[config.mk]
export PLATFORM = sky130hd
export DESIGN_NAME = hfp_misc_unit
export DESIGN_NICKNAME = d
export VERILOG_FILES = /design/src/rtl/hfp_pkg.sv /design/src/rtl/hfp_kind_decode.sv /design/src/rtl/hfp_sign_inject.sv /design/src/rtl/hfp_minmax.sv /design/src/rtl/hfp_misc_unit.sv
export SDC_FILE = /design/constraint.sdc
export NUM_CORES = 1
export LEC_CHECK = 0
export CORE_ASPECT_RATIO = 0.6
export CORE_UTILIZATION = 44
export DETAILED_ROUTE_END_ITERATION = 10
export GPL_TIMING_DRIVEN = 0
export PLACE_DENSITY = 0.94
export RECOVER_POWER = 50
export SLEW_MARGIN = 20
export SYNTH_ARGS = -nofsm -noshare
export SYNTH_HDL_FRONTEND = slang
export SYNTH_SLANG_ARGS = --single-unit
[constraint.sdc]
create_clock -name clk -period 1.6 [get_ports clk]
set_clock_uncertainty 0.1 [all_clocks]
set_input_delay 0.32 -clock clk [delete_from_list [all_inputs] [get_ports clk]]
set_output_delay 0.32 -clock clk [all_outputs]
set_load 0.01 [all_outputs]
[src/rtl/hfp_pkg.sv]
package hfp_pkg;

  // operation codes seen on in_op
  localparam logic [2:0] OPC_SGNJ  = 3'b000;
  localparam logic [2:0] OPC_SGNJN = 3'b001;
  localparam logic [2:0] OPC_SGNJX = 3'b010;
  localparam logic [2:0] OPC_MIN   = 3'b011;
  localparam logic [2:0] OPC_MAX   = 3'b100;
  localparam logic [2:0] OPC_CLASS = 3'b101;

  localparam int CLASS_W = 10;

  // category bit positions of the classify mask
  localparam int CB_NINF  = 0;
  localparam int CB_NNORM = 1;
  localparam int CB_NSUB  = 2;
  localparam int CB_NZERO = 3;
  localparam int CB_PZERO = 4;
  localparam int CB_PSUB  = 5;
  localparam int CB_PNORM = 6;
  localparam int CB_PINF  = 7;
  localparam int CB_SNAN  = 8;
  localparam int CB_QNAN  = 9;

  typedef struct packed {
    logic sign;
    logic is_inf;
    logic is_nan;
    logic is_snan;
    logic is_zero;
    logic is_sub;
    logic is_norm;
  } hfp_kind_t;

endpackage

[src/rtl/hfp_kind_decode.sv]
module hfp_kind_decode
  import hfp_pkg::*;
#(
  parameter int EXP_W = 5,
  parameter int MAN_W = 10
) (
  input  logic [EXP_W+MAN_W:0] val_i,
  output hfp_kind_t            kind_o
);
  localparam int FP_W = EXP_W + MAN_W + 1;

  logic [EXP_W-1:0] exp_f;
  logic [MAN_W-1:0] frac_f;
  logic             exp_max, exp_min, frac_nz;

  assign exp_f   = val_i[FP_W-2:MAN_W];
  assign frac_f  = val_i[MAN_W-1:0];
  assign exp_max = &exp_f;
  assign exp_min = ~|exp_f;
  assign frac_nz = |frac_f;

  always_comb begin
    kind_o         = '0;
    kind_o.sign    = val_i[FP_W-1];
    kind_o.is_inf  = exp_max & ~frac_nz;
    kind_o.is_nan  = exp_max & frac_nz;
    kind_o.is_snan = exp_max & frac_nz & ~frac_f[MAN_W-1];
    kind_o.is_zero = exp_min & ~frac_nz;
    kind_o.is_sub  = exp_min & frac_nz;
    kind_o.is_norm = ~exp_max & ~exp_min;
  end

endmodule

[src/rtl/hfp_sign_inject.sv]
module hfp_sign_inject
  import hfp_pkg::*;
#(
  parameter int FP_W = 16
) (
  input  logic [FP_W-1:0] a_i,
  input  logic [FP_W-1:0] b_i,
  input  logic [2:0]      op_i,
  output logic [FP_W-1:0] y_o
);
  logic new_sign;

  always_comb begin
    unique case (op_i)
      OPC_SGNJN: new_sign = ~b_i[FP_W-1];
      OPC_SGNJX: new_sign = a_i[FP_W-1] ^ b_i[FP_W-1];
      default:   new_sign = b_i[FP_W-1];
    endcase
    y_o = {new_sign, a_i[FP_W-2:0]};
  end

endmodule

[src/rtl/hfp_minmax.sv]
module hfp_minmax
  import hfp_pkg::*;
#(
  parameter int EXP_W = 5,
  parameter int MAN_W = 10
) (
  input  logic [EXP_W+MAN_W:0] a_i,
  input  logic [EXP_W+MAN_W:0] b_i,
  input  hfp_kind_t            ka_i,
  input  hfp_kind_t            kb_i,
  input  logic                 want_max_i,
  output logic [EXP_W+MAN_W:0] y_o,
  output logic                 invalid_o
);
  localparam int FP_W  = EXP_W + MAN_W + 1;
  localparam int MAG_W = FP_W - 1;
  localparam logic [FP_W-1:0] CANON_NAN =
    {1'b0, {EXP_W{1'b1}}, 1'b1, {(MAN_W-1){1'b0}}};

  logic [MAG_W-1:0] mag_a, mag_b;
  logic             any_nan, both_nan;
  logic             a_lt_b, b_lt_a, a_eq_b;
  logic             pick_a;

  assign mag_a    = a_i[MAG_W-1:0];
  assign mag_b    = b_i[MAG_W-1:0];
  assign any_nan  = ka_i.is_nan | kb_i.is_nan;
  assign both_nan = ka_i.is_nan & kb_i.is_nan;

  // ordered comparison: unordered (any NaN) is never less nor equal
  always_comb begin
    a_lt_b = 1'b0;
    b_lt_a = 1'b0;
    a_eq_b = 1'b0;
    if (!any_nan) begin
      if (ka_i.is_zero && kb_i.is_zero) begin
        a_eq_b = 1'b1;
      end else if (ka_i.sign != kb_i.sign) begin
        a_lt_b = ka_i.sign;
        b_lt_a = kb_i.sign;
      end else if (mag_a == mag_b) begin
        a_eq_b = 1'b1;
      end else if (ka_i.sign) begin
        a_lt_b = mag_a > mag_b;
        b_lt_a = mag_b > mag_a;
      end else begin
        a_lt_b = mag_a < mag_b;
        b_lt_a = mag_b < mag_a;
      end
    end
  end

  always_comb begin
    if (want_max_i)
      pick_a = b_lt_a | (a_eq_b & kb_i.sign) | kb_i.is_nan;
    else
      pick_a = a_lt_b | (a_eq_b & ka_i.sign) | kb_i.is_nan;
    if (both_nan)
      y_o = CANON_NAN;
    else
      y_o = pick_a ? a_i : b_i;
    invalid_o = ka_i.is_snan | kb_i.is_snan;
  end

endmodule

[src/rtl/hfp_misc_unit.sv]
module hfp_misc_unit
  import hfp_pkg::*;
#(
  parameter int EXP_W      = 5,
  parameter int MAN_W      = 10,
  parameter int XLEN       = 64,
  parameter int RST_STAGES = 2
) (
  input  logic                 clk,
  input  logic                 rst_n,
  input  logic                 in_valid,
  input  logic [2:0]           in_op,
  input  logic [EXP_W+MAN_W:0] in_a,
  input  logic [EXP_W+MAN_W:0] in_b,
  output logic                 out_valid,
  output logic [XLEN-1:0]      out_result,
  output logic                 out_invalid
);
  localparam int FP_W = EXP_W + MAN_W + 1;

  // reset: asserted asynchronously, released on a clock edge
  logic [RST_STAGES-1:0] rst_pipe;
  logic                  rst_sync_n;

  always_ff @(posedge clk or negedge rst_n) begin
    if (!rst_n) rst_pipe <= '0;
    else        rst_pipe <= {rst_pipe[RST_STAGES-2:0], 1'b1};
  end
  assign rst_sync_n = rst_pipe[RST_STAGES-1];

  // operand decode, one per source
  logic [FP_W-1:0] opnd [2];
  hfp_kind_t       kind [2];

  assign opnd[0] = in_a;
  assign opnd[1] = in_b;

  for (genvar g = 0; g < 2; g++) begin : g_dec
    hfp_kind_decode #(.EXP_W(EXP_W), .MAN_W(MAN_W)) u_dec (
      .val_i  (opnd[g]),
      .kind_o (kind[g])
    );
  end

  // category mask of operand A
  logic [CLASS_W-1:0] class_mask;
  always_comb begin
    class_mask           = '0;
    class_mask[CB_NINF]  = kind[0].sign  & kind[0].is_inf;
    class_mask[CB_NNORM] = kind[0].sign  & kind[0].is_norm;
    class_mask[CB_NSUB]  = kind[0].sign  & kind[0].is_sub;
    class_mask[CB_NZERO] = kind[0].sign  & kind[0].is_zero;
    class_mask[CB_PZERO] = ~kind[0].sign & kind[0].is_zero;
    class_mask[CB_PSUB]  = ~kind[0].sign & kind[0].is_sub;
    class_mask[CB_PNORM] = ~kind[0].sign & kind[0].is_norm;
    class_mask[CB_PINF]  = ~kind[0].sign & kind[0].is_inf;
    class_mask[CB_SNAN]  = kind[0].is_snan;
    class_mask[CB_QNAN]  = kind[0].is_nan & ~kind[0].is_snan;
  end

  logic [FP_W-1:0] sgnj_y;
  hfp_sign_inject #(.FP_W(FP_W)) u_sgnj (
    .a_i  (in_a),
    .b_i  (in_b),
    .op_i (in_op),
    .y_o  (sgnj_y)
  );

  logic [FP_W-1:0] mm_y;
  logic            mm_inv;
  hfp_minmax #(.EXP_W(EXP_W), .MAN_W(MAN_W)) u_mm (
    .a_i        (in_a),
    .b_i        (in_b),
    .ka_i       (kind[0]),
    .kb_i       (kind[1]),
    .want_max_i (in_op == OPC_MAX),
    .y_o        (mm_y),
    .invalid_o  (mm_inv)
  );

  // next-state selection
  logic [XLEN-1:0] res_d;
  logic            inv_d;

  always_comb begin
    res_d = '0;
    inv_d = 1'b0;
    unique case (in_op)
      OPC_SGNJ, OPC_SGNJN, OPC_SGNJX: res_d[FP_W-1:0] = sgnj_y;
      OPC_MIN, OPC_MAX: begin
        res_d[FP_W-1:0] = mm_y;
        inv_d           = mm_inv;
      end
      OPC_CLASS: res_d[CLASS_W-1:0] = class_mask;
      default: ;
    endcase
  end

  // output register with explicit capture enable
  logic            vld_q, inv_q;
  logic [XLEN-1:0] res_q;

  always_ff @(posedge clk or negedge rst_sync_n) begin
    if (!rst_sync_n) begin
      vld_q <= 1'b0;
      res_q <= '0;
      inv_q <= 1'b0;
    end else begin
      vld_q <= in_valid;
      if (in_valid) begin
        res_q <= res_d;
        inv_q <= inv_d;
      end
    end
  end

  assign out_valid   = vld_q;
  assign out_result  = res_q;
  assign out_invalid = inv_q;

endmodule

After elaboration in Yosys (flattened, before gate mapping)
Cells that the tools add are included.
- bits in registers: 20
- input port bits: 38
- word-level logic and storage cells: 84
- output and inout port bits: 66
- equal/unequal tests: 7
- order comparisons: 4
- reduce and logical (&&, ||, !) cells: 12
- muxes and demuxes: 21
- bitwise gates (word level): 36
- operators with widths (cell ; count):
    $mux 16 ; 2
    $gt 15x15->1 ; 2
    $lt 15x15->1 ; 2
    $pmux 10 s3 ; 1
    $and 1x1->1 ; 21
    $reduce_or 10->1 ; 2
    $mux 1 ; 16
    $eq 15x15->1 ; 1
    $pmux 6 s2 ; 1
    $reduce_and 5->1 ; 2
    $reduce_or 5->1 ; 2
    $not 1->1 ; 8
    $eq 3x2->1 const B ; 2
    $eq 3x3->1 const B ; 2
    $or 1x1->1 ; 6
    $eq 3x1->1 const B ; 1
    $logic_not 3->1 ; 1
    $reduce_or 3->1 ; 1
    $logic_not 1->1 ; 2
    $pmux 1 s2 ; 1
    $reduce_or 2->1 ; 1
    $logic_and 1x1->1 ; 1
    $ne 1x1->1 ; 1
    $xor 1x1->1 ; 1

Longest topological paths before layout
Gate-level depths: netlist of the first run.
- depth in word-level cells: 13
- mapped depth: 11
- depth with buffers taken out: 10

By module
From an unflattened synthesis of the first run, not the netlist that was laid out.
- cells, all modules: 349
- area, all modules: 2801.4 um2
- by module, submodules not included (module ; times used ; area an instance (um2) ; sequential area each (um2) ; cells an instance):
    hfp_misc_unit ; 1 ; 1461.4 ; 500.5 ; 164
    hfp_minmax ; 1 ; 983.4 ; 0.0 ; 129
    hfp_kind_decode ; 2 ; 96.3 ; 0.0 ; 18
    hfp_sign_inject ; 1 ; 163.9 ; 0.0 ; 20

Worst setup path after synthesis of the first run
Ideal clock, no wire load.
- path type: input port to flip-flop
- start point: in in_b[13]
- end point: reg res_q[9] (netlist: out_result[9])
- setup time: 120 ps
- stages on the path: 10
- setup slack: -1130 ps
- arrival time: 2509 ps
- path buffers: 0
- cell sequence: inv_1 > ha_1 > nand4_1 > or4_1 > o41a_1 > a21boi_1 > o221ai_4 > nor3_2 > a221o_1 > a41o_1
- cells in the longest elaborated chain, start to end: 13
- elaborated cells between the ends (all ways): 37
- classes of those cells: 4 x order compare; 1 x eq/ne; 18 x mux; 10 x bitwise; 4 x reduce/logical
- RTL lines (element ; RTL line ; text):
    start, declared ; hfp_misc_unit.sv:14 ; input logic [EXP_W+MAN_W:0] in_b,
    parallel branches: the longest is 11 deep, another holds $lt 15x15->1 ; n/a ;
    $mux 16 (*) ; hfp_minmax.sv:58 ; if (both_nan)
    $pmux 10 s3 (*) ; hfp_misc_unit.sv:88 ; unique case (in_op)
    end signal, assigned ; hfp_misc_unit.sv:111 ; res_q <= res_d;
    end, declared ; hfp_misc_unit.sv:101 ; logic [XLEN-1:0] res_q;
Mark *: on every way between the ends.
A chain may end at the register's enable or synchronous reset.

Worst setup path after layout of the first run
- start point: in in_b[5]
- end point: reg res_q[0] (netlist: out_result[0])
- cells in the longest elaborated chain, start to end: 13
- elaborated cells between the ends (all ways): 36
- classes of those cells: 4 x order compare; 1 x eq/ne; 18 x mux; 11 x bitwise; 2 x reduce/logical
- RTL lines (element ; RTL line):
    parallel branches: the longest is 11 deep, another holds $lt 15x15->1 ; n/a
    $mux 16 (*) ; hfp_minmax.sv:58
    $pmux 10 s3 (*) ; hfp_misc_unit.sv:88
Marks and branches as above.

==> summary.md, run 1 <==
| Metric | Value |
|---|---|
| Run status | `complete, but fails checks` |
| Violated checks | `negative setup slack` |
| Most used flip-flop cell after synthesis | `sky130_fd_sc_hd__dfrtp_1` |
| Switching power share of the total | `0.355` |
| Port Buf Inserts | `53` |
| Die Y | `between 50 and 60 um` |
| Buffer type at the clock tree root | `sky130_fd_sc_hd__clkbuf_8` |
| Class of the tightest hold or removal check | `in -> async` |
| Most frequent cells in the layout | `76 x sky130_fd_sc_hd__buf_4, 49 x sky130_fd_sc_hd__conb_1, 20 x sky130_fd_sc_hd__nand2_1, 20 x sky130_fd_sc_hd__dfrtp_1, 15 x sky130_fd_sc_hd__dlymetal6s2s_1` |
| Fill cell total of the finished layout | `approximately 260` |
| Warning count from the yosys run | `0` |
| Arrival time reported for the critical path endpoint | `a little under 3 ns` |
| Diodes inserted | `0` |
| Number of antenna violations at the first check in global routing | `0` |
| Worst hold margin | `0.183 ns` |
| Power per cell area | `612 mW/mm^2` |
| Crit path top cell by count | `sky130_fd_sc_hd__buf_8` |
| Detailed-router iteration count before antenna repair | `5` |
| Horiz. Die Dim | `91.2 um` |
| CP startpoint | `in_b[5]` |
| Final Hold Violating Endpoints | `0` |
| Unique cell type count in the Yosys netlist | `48` |
| Clock input transition at the sequential cells of the worst setup and hold paths | `0.07 ns` |
| Most common library cell in the layout ignoring fill and taps | `sky130_fd_sc_hd__buf_4` |
| Sequential fraction of design power | `0.272` |
| R2R Setup Slk | `0.44 ns` |
| Slew at the pin with the worst max-slew slack | `0.841 ns` |
| RSZ-0062 raised after global routing | `true` |
| Final global-route overflow total | `0` |
| Total power after layout | `0.00221 W` |
| Wire length after detailed routing | `9420 um` |
| Vias in the first global route | `2387` |
| Clock tree sinks | `20` |
| Signed area change from the synthesized netlist to the final layout | `71.6%` |
| Cell accounting for the most synthesized area | `sky130_fd_sc_hd__dfrtp_1` |
| Number of enable-type register cells in the synthesized netlist | `0` |
| Cells traversed along the worst timing path | `buf_8 > nor4_1 > nand4_1 > o41a_1 > nand4b_1 > o221ai_4 > nor2_4 > buf_8 > mux2i_4 > o31ai_2` |
| Nature of the critical path startpoint | `primary input` |
| Post-route minimum period | `2.96 ns` |
| Launch point of the worst reg-to-reg path | `out_result[9]` |
| Number of instances in the synthesized netlist | `about 250` |
| Post-layout nets | `437` |
| Post-route cell area | `0.00361 sq mm` |
| Vias per inst | `5.95` |
| Die ar. | `approximately 0.005 sq mm` |
| Worst Path Required | `between 1.5 and 2 ns` |
| Proportion of register bits with asynchronous set or reset after synthesis | `1.00` |
| Vias | `2652` |
| Total internal power | `0.00142 W` |
| Number of buffers on the longest clock path | `2` |
| Final antenna-violating net count | `0` |
| Max-capacitance violation count | `0` |
| Worst stage delay on the critical path | `roughly 0.55 ns` |
| Share of final-layout standard cells stronger than drive strength 1 | `0.452` |
| Share of the synthesized area in the top cell type | `0.238` |
| Peak supply drop | `0.334 mV` |
| Post-layout util | `0.786` |
| Comb power frac | `0.486` |
| Residual DRC | `0` |
| Final count of pins violating max slew | `0` |
| Std-Cell Rows | `19` |
| Static leakage | `1.87 nW` |
| Fraction of the yosys area taken by sequential cells | `0.238` |
| CTS tree | `built` |
| Layout Cells excl Fill | `around 450` |
| Wire length of the first global-routing pass | `12600 um` |
| Final setup fails | `17` |
| Crit path max-delay cell type | `sky130_fd_sc_hd__o41a_1` |
| Sw power | `between 0.0007 and 0.0008 W` |
| Number of clock buffers inserted by TritonCTS | `3` |
| WL per Instance | `21.1 um` |
| Slew margin rel. | `0.436` |
| Endpoint class of the critical path | `register` |
| F_max | `0.338 GHz` |
| Count of H-tree levels built during CTS | `1` |
| Clock power frac | `0.243` |
| Number of primary I/O pins | `104` |
| Cell area after placement | `0.00297 sq mm` |
| Portion of the clock cycle consumed by the worst path in the final layout | `1.85` |
| Critical path fanouts, max | `5` |
| Cell count of the worst reg-to-reg path | `2` |
| Worst skew pair latency | `0.26 ns` |
| Largest cells by area after synthesis | `sky130_fd_sc_hd__dfrtp_1 24%, sky130_fd_sc_hd__buf_4 17%, sky130_fd_sc_hd__ha_1 8.9%` |
| Critical path start-end classification | `in -> reg` |
| Initial core utilization | `0.458` |
| Fin worst setup slack | `-1.36 ns` |
| Global-route usage over all layers | `0.320` |
| Register bit total from synthesis | `20` |
| Detailed Place HPWL | `between 4000 and 5000 um` |
| First DRT Iteration DRCs | `around 480` |
| Endpoint of the worst-slack reg-to-reg timing path | `out_result[9]` |
| Post-synthesis instance area | `0.00210 sq mm` |
| Synth Area per Inst | `around 8.3 sq um` |
| Global placer's final weighted congestion | `0.944` |
| Pin count of the biggest net entering global routing | `19` |
| Placeable core area | `0.00459 sq mm` |
| Count of placed standard cells including taps | `between 400 and 500` |
-- layer usage --
layer | global-route usage | wire, um | vias up
li1 | - | - | 1095
met1 | 0.426 | 3540 | 1203
met2 | 0.505 | 3990 | 271
met3 | 0.0868 | 1330 | 83
met4 | 0.111 | 551 | 0
met5 | 0 | 0 | -
-- per-stage QoR --
step,TNS (ns),setup WS (ns)
floorplan,-14.66,-1.02
global placement,-29.84,-1.90
detailed placement,-30.27,-1.96
CTS,-15.42,-1.03
global route,-19.35,-1.28
finish,-20.38,-1.36
-- layout make-up --
class	count	area, sq um	share of cell area
Buffer	55	404	0.112
Clock buffer	3	41.3	0.0115
Multi-Input combinational cell	205	1650	0.458
Clock inverter	1	30.0	0.00833
Timing Repair Buffer	81	801	0.222
Inverter	18	100	0.0278
Tap cell	63	78.8	0.0219
Sequential cell	20	500	0.139
-- power by group through the flow --
stage	Clock (W)	Sequential [W]	Combinational [W]
3_3_place_gp	0	0.000607	0.000749
2_1_floorplan	0	0.000626	0.000441
6_report	0.000536	0.000600	0.00107
4_1_cts	0.000508	0.000598	0.000913
5_1_grt	0.000552	0.000607	0.00111
3_5_place_dp	0	0.000608	0.000769
-- logic make-up (layout without fill, tap and decap cells) --
| kind of cell | count (synthesis) | in the layout | synth area share |
|---|---|---|---|
| XOR/XNOR | 1 | 1 | 0.00417 |
| other | 2 | 49 | 0.00357 |
| adder cells (fa/ha/maj) | 15 | 15 | 0.0893 |
| AND/OR/NAND/NOR | 68 | 68 | 0.167 |
| flip-flops | 20 | 20 | 0.238 |
| buffers and inverters | 74 | 158 | 0.222 |
| AO/OA/AOI/OAI | 62 | 62 | 0.228 |
| multiplexers | 10 | 10 | 0.0476 |
-- state kept, by name (all words and copies together), names as in the netlist --
signal	cells
out_invalid	1
out_result	16
out_valid	1
rst_pipe	2
-- worst max path at each step --
stage                               end  slack [ns]  depth (start not counted)
after floorplan           out_result[9]       -1.02                         10
after global placement    out_result[3]       -1.90                         12
after detailed placement  out_result[0]       -1.96                         12
after CTS                 out_result[9]       -1.03                         12
after global routing      out_result[0]       -1.28                         10
final                     out_result[0]       -1.36                         10
-- Yosys cell counts, drive strengths merged (2+ instances only) --
library cell and instances:
buf 49, nand2 21, dfrtp 20, inv 18
ha 15, o31ai 12, a21oi 11, mux2i 10
o21ai 10, nor2 9, a22oi 8, nand3 8
nor4 8, clkbuf 7, nand4 6, a221o 5
nor3 5, nand2b 3, conb 2, or2 2
-- worst max-delay path: cells and delay by family --
family	cells	cell delay, ns
AO/OA/AOI/OAI	3	0.86
multiplexers	1	0.31
buffers and inverters	2	0.29
AND/OR/NAND/NOR	4	1.19
-- what timing repair did --
item,4_1_cts,5_1_grt
resized for setup,205,43
hold buffers,0,0
setup endpoints to repair,18,32
setup buffers,15,12
pin swaps,26,12
gates cloned,1,0
Note: power is estimated with default switching activity, not from simulation.
==> run 2, diff against run 1 <==
Settings changed: SLEW_MARGIN 20 to 0.
==> summary.md, run 2 (same netlist as run 1, synthesis figures left out) <==
| Metric | Value |
|---|---|
| Run status | `complete, but fails checks` |
| Violated checks | `negative setup slack` |
| Critical path fanouts, max | `4 (-1)` |
| Vias | `2780 (+4.8%)` |
| Placeable core area | `0.00459 sq mm (unchanged)` |
| Die ar. | `0.00506 sq mm (unchanged)` |
| Most frequent cells in the layout | `78 x sky130_fd_sc_hd__buf_4, 49 x sky130_fd_sc_hd__conb_1, 20 x sky130_fd_sc_hd__dfrtp_1` |
| Launch point of the worst reg-to-reg path | `out_result[9]` |
| Global placer's final weighted congestion | `0.944 (unchanged)` |
| First DRT Iteration DRCs | `451 (-5.5%)` |
| R2R Setup Slk | `0.42 ns (-0.02 ns)` |
| Total power after layout | `0.00221 W (+0.25%)` |
| Pin count of the biggest net entering global routing | `19 (unchanged)` |
| Initial core utilization | `0.458 (unchanged)` |
| Wire length of the first global-routing pass | `12600 um (unchanged)` |
| Endpoint of the worst-slack reg-to-reg timing path | `out_result[9]` |
| Portion of the clock cycle consumed by the worst path in the final layout | `1.78 (-0.0685)` |
| Gate family responsible for the most delay along the worst path | `compound AO/OA/AOI/OAI gates` |
| Global-route usage over all layers | `0.320 (unchanged)` |
| WL per Instance | `22.8 um (+8.2%)` |
| Final count of pins violating max slew | `0 (unchanged)` |
| Nature of the critical path startpoint | `primary input` |
| Slew margin rel. | `0.200 (-0.236)` |
| Clock tree sinks | `20 (unchanged)` |
| Buffer type at the clock tree root | `sky130_fd_sc_hd__clkbuf_8` |
| RSZ-0062 raised after global routing | `true` |
| Share of final-layout standard cells stronger than drive strength 1 | `0.455 (+0.00285)` |
| Wire length after detailed routing | `10200 um (+8.7%)` |
| Final Hold Violating Endpoints | `0 (unchanged)` |
| Post-placement setup slack | `-1.96 ns (unchanged)` |
| Number of buffers on the longest clock path | `2 (unchanged)` |
| Fill cell total of the finished layout | `251 (-2.0%)` |
| Number of clock buffers inserted by TritonCTS | `3 (unchanged)` |
| Count of H-tree levels built during CTS | `1 (unchanged)` |
| F_max | `0.351 GHz (+3.8%)` |
| Detailed Place HPWL | `4850 um (unchanged)` |
| Max-capacitance violation count | `0 (unchanged)` |
| Detailed-router iteration count before antenna repair | `6 (+1)` |
| Class of the tightest hold or removal check | `in -> async` |
| Residual DRC | `0 (unchanged)` |
| Port Buf Inserts | `53 (unchanged)` |
| Arrival time reported for the critical path endpoint | `2.91 ns (-0.06 ns)` |
| Final global-route overflow total | `0 (unchanged)` |
| Post-cts hold buffer count | `0 (unchanged)` |
| CTS tree | `built` |
| Number of antenna violations at the first check in global routing | `0 (unchanged)` |
| Worst hold margin | `0.173 ns (-0.0104 ns)` |
| Clock input transition at the sequential cells of the worst setup and hold paths | `0.08 ns (about the same)` |
| Signed area change from the synthesized netlist to the final layout | `72.2%` |
| Peak supply drop | `0.313 mV (-6.3%)` |
| Post-layout nets | `439 (+0.46%)` |
| Cell count of the worst reg-to-reg path | `2 (unchanged)` |
| Endpoint class of the critical path | `register` |
| Crit path top cell by count | `sky130_fd_sc_hd__buf_4` |
| Vias in the first global route | `2387 (unchanged)` |
| Cell area after placement | `0.00297 sq mm (unchanged)` |
| Post-Route Setup TNS | `-19.12 ns (+1.26 ns)` |
| Post-route minimum period | `2.85 ns (-0.110 ns)` |
| Crit path max-delay cell type | `sky130_fd_sc_hd__o41a_1` |
| Worst stage delay on the critical path | `0.54 ns (about the same)` |
| Most common library cell in the layout ignoring fill and taps | `sky130_fd_sc_hd__buf_4` |
| Final antenna-violating net count | `0 (unchanged)` |
| Die Y | `55.5 um (unchanged)` |
| Power per cell area | `611 mW/mm^2 (about the same)` |
| Fin worst setup slack | `-1.25 ns (+0.110 ns)` |
| Std-Cell Rows | `19 (unchanged)` |
| Diodes inserted | `0 (unchanged)` |
| Vias per inst | `6.21 (+4.4%)` |
| Worst Path Required | `1.66 ns (+0.05 ns)` |
| Final setup fails | `17 (unchanged)` |
| Critical path start-end classification | `in -> reg` |
| Static leakage | `1.89 nW (+0.95%)` |
| Slew at the pin with the worst max-slew slack | `1.19 ns (+0.347 ns)` |
| Worst skew pair latency | `0.26 ns (about the same)` |
| Number of flip-flops under the largest register name | `16 (unchanged)` |
| Post-route cell area | `0.00362 sq mm (+0.35%)` |
| Cells traversed along the worst timing path | `buf_2 > nor3_1 > nand2_1 > o41a_1 > buf_4 > a311oi_4 > buf_4 > nor3_4 > a221o_1 > a41o_1` |
| Number of primary I/O pins | `104 (unchanged)` |
| CP bufs+invs | `3 (+1)` |
| Horiz. Die Dim | `91.2 um (unchanged)` |
-- run 2: cell types whose count changed in the layout (fill, tap and decap cells not counted), sizes merged --
cell | before | now
buf | 105 | 108
dlygate4sd3 | 2 | 1
-- run 2: worst max path at each step --
stage | end | from | cells after the start
after floorplan | out_result[9] | in_b[10] | 10
after global placement | out_result[3] | in_b[10] | 12
after detailed placement | out_result[0] | in_b[10] | 12
after CTS | out_result[9] | in_b[5] | 12
after global routing | out_result[12] | in_b[5] | 10
final | out_result[9] | in_a[11] | 10
-- run 2: per-layer routing --
| layer | part of all wire | track usage | up-vias |
|---|---|---|---|
| met3 | 0.14 | 0.0868 | 113 |
| li1 | - | - | 1097 |
| met4 | 0.074 | 0.111 | 0 |
| met2 | 0.42 | 0.505 | 307 |
| met5 | 0 | 0 | - |
| met1 | 0.36 | 0.426 | 1263 |
-- run 2: report_power, final --
group / switching [W] / internal [W] / leakage [nW]
clock network: 0.000189 / 0.000335 / 0.0357
registers: 0.0000408 / 0.000558 / 0.256
logic: 0.000560 / 0.000530 / 1.59
total: 0.000790 / 0.00142 / 1.89
-- run 2: layout make-up --
cell class / instances / area, sq um / area share
Buffer: 55 / 412 / 0.114
Clock buffer: 3 / 41.3 / 0.0114
Clock inverter: 1 / 30.0 / 0.00830
Inverter: 18 / 100 / 0.0277
Multi-Input combinational cell: 205 / 1650 / 0.456
Sequential cell: 20 / 500 / 0.138
Tap cell: 63 / 78.8 / 0.0218
Timing Repair Buffer: 83 / 806 / 0.223
-- run 2: through the flow --
step | instances | util
2_1_floorplan | 299 | -
3_3_place_gp | 415 | 0.647
3_5_place_dp | 415 | 0.647
4_1_cts | 434 | 0.735
5_1_grt | 448 | 0.789
6_report | 448 | 0.789
-- run 2: worst reg2reg max path: cells and delay by family, from the launching register on --
| kind | cells | cell delay (ns) |
|---|---|---|
| AOI/OAI and AO/OA | 2 | 0.56 |
| DFF | 1 | 0.41 |
-- run 2: timing repair --
item | 4_1_cts | 5_1_grt
pin swaps | 26 | 14
buffers inserted | 15 | 14
endpoints found under the setup margin | 18 | 32
gates resized for setup | 205 | 49
gates cloned | 1 | 0
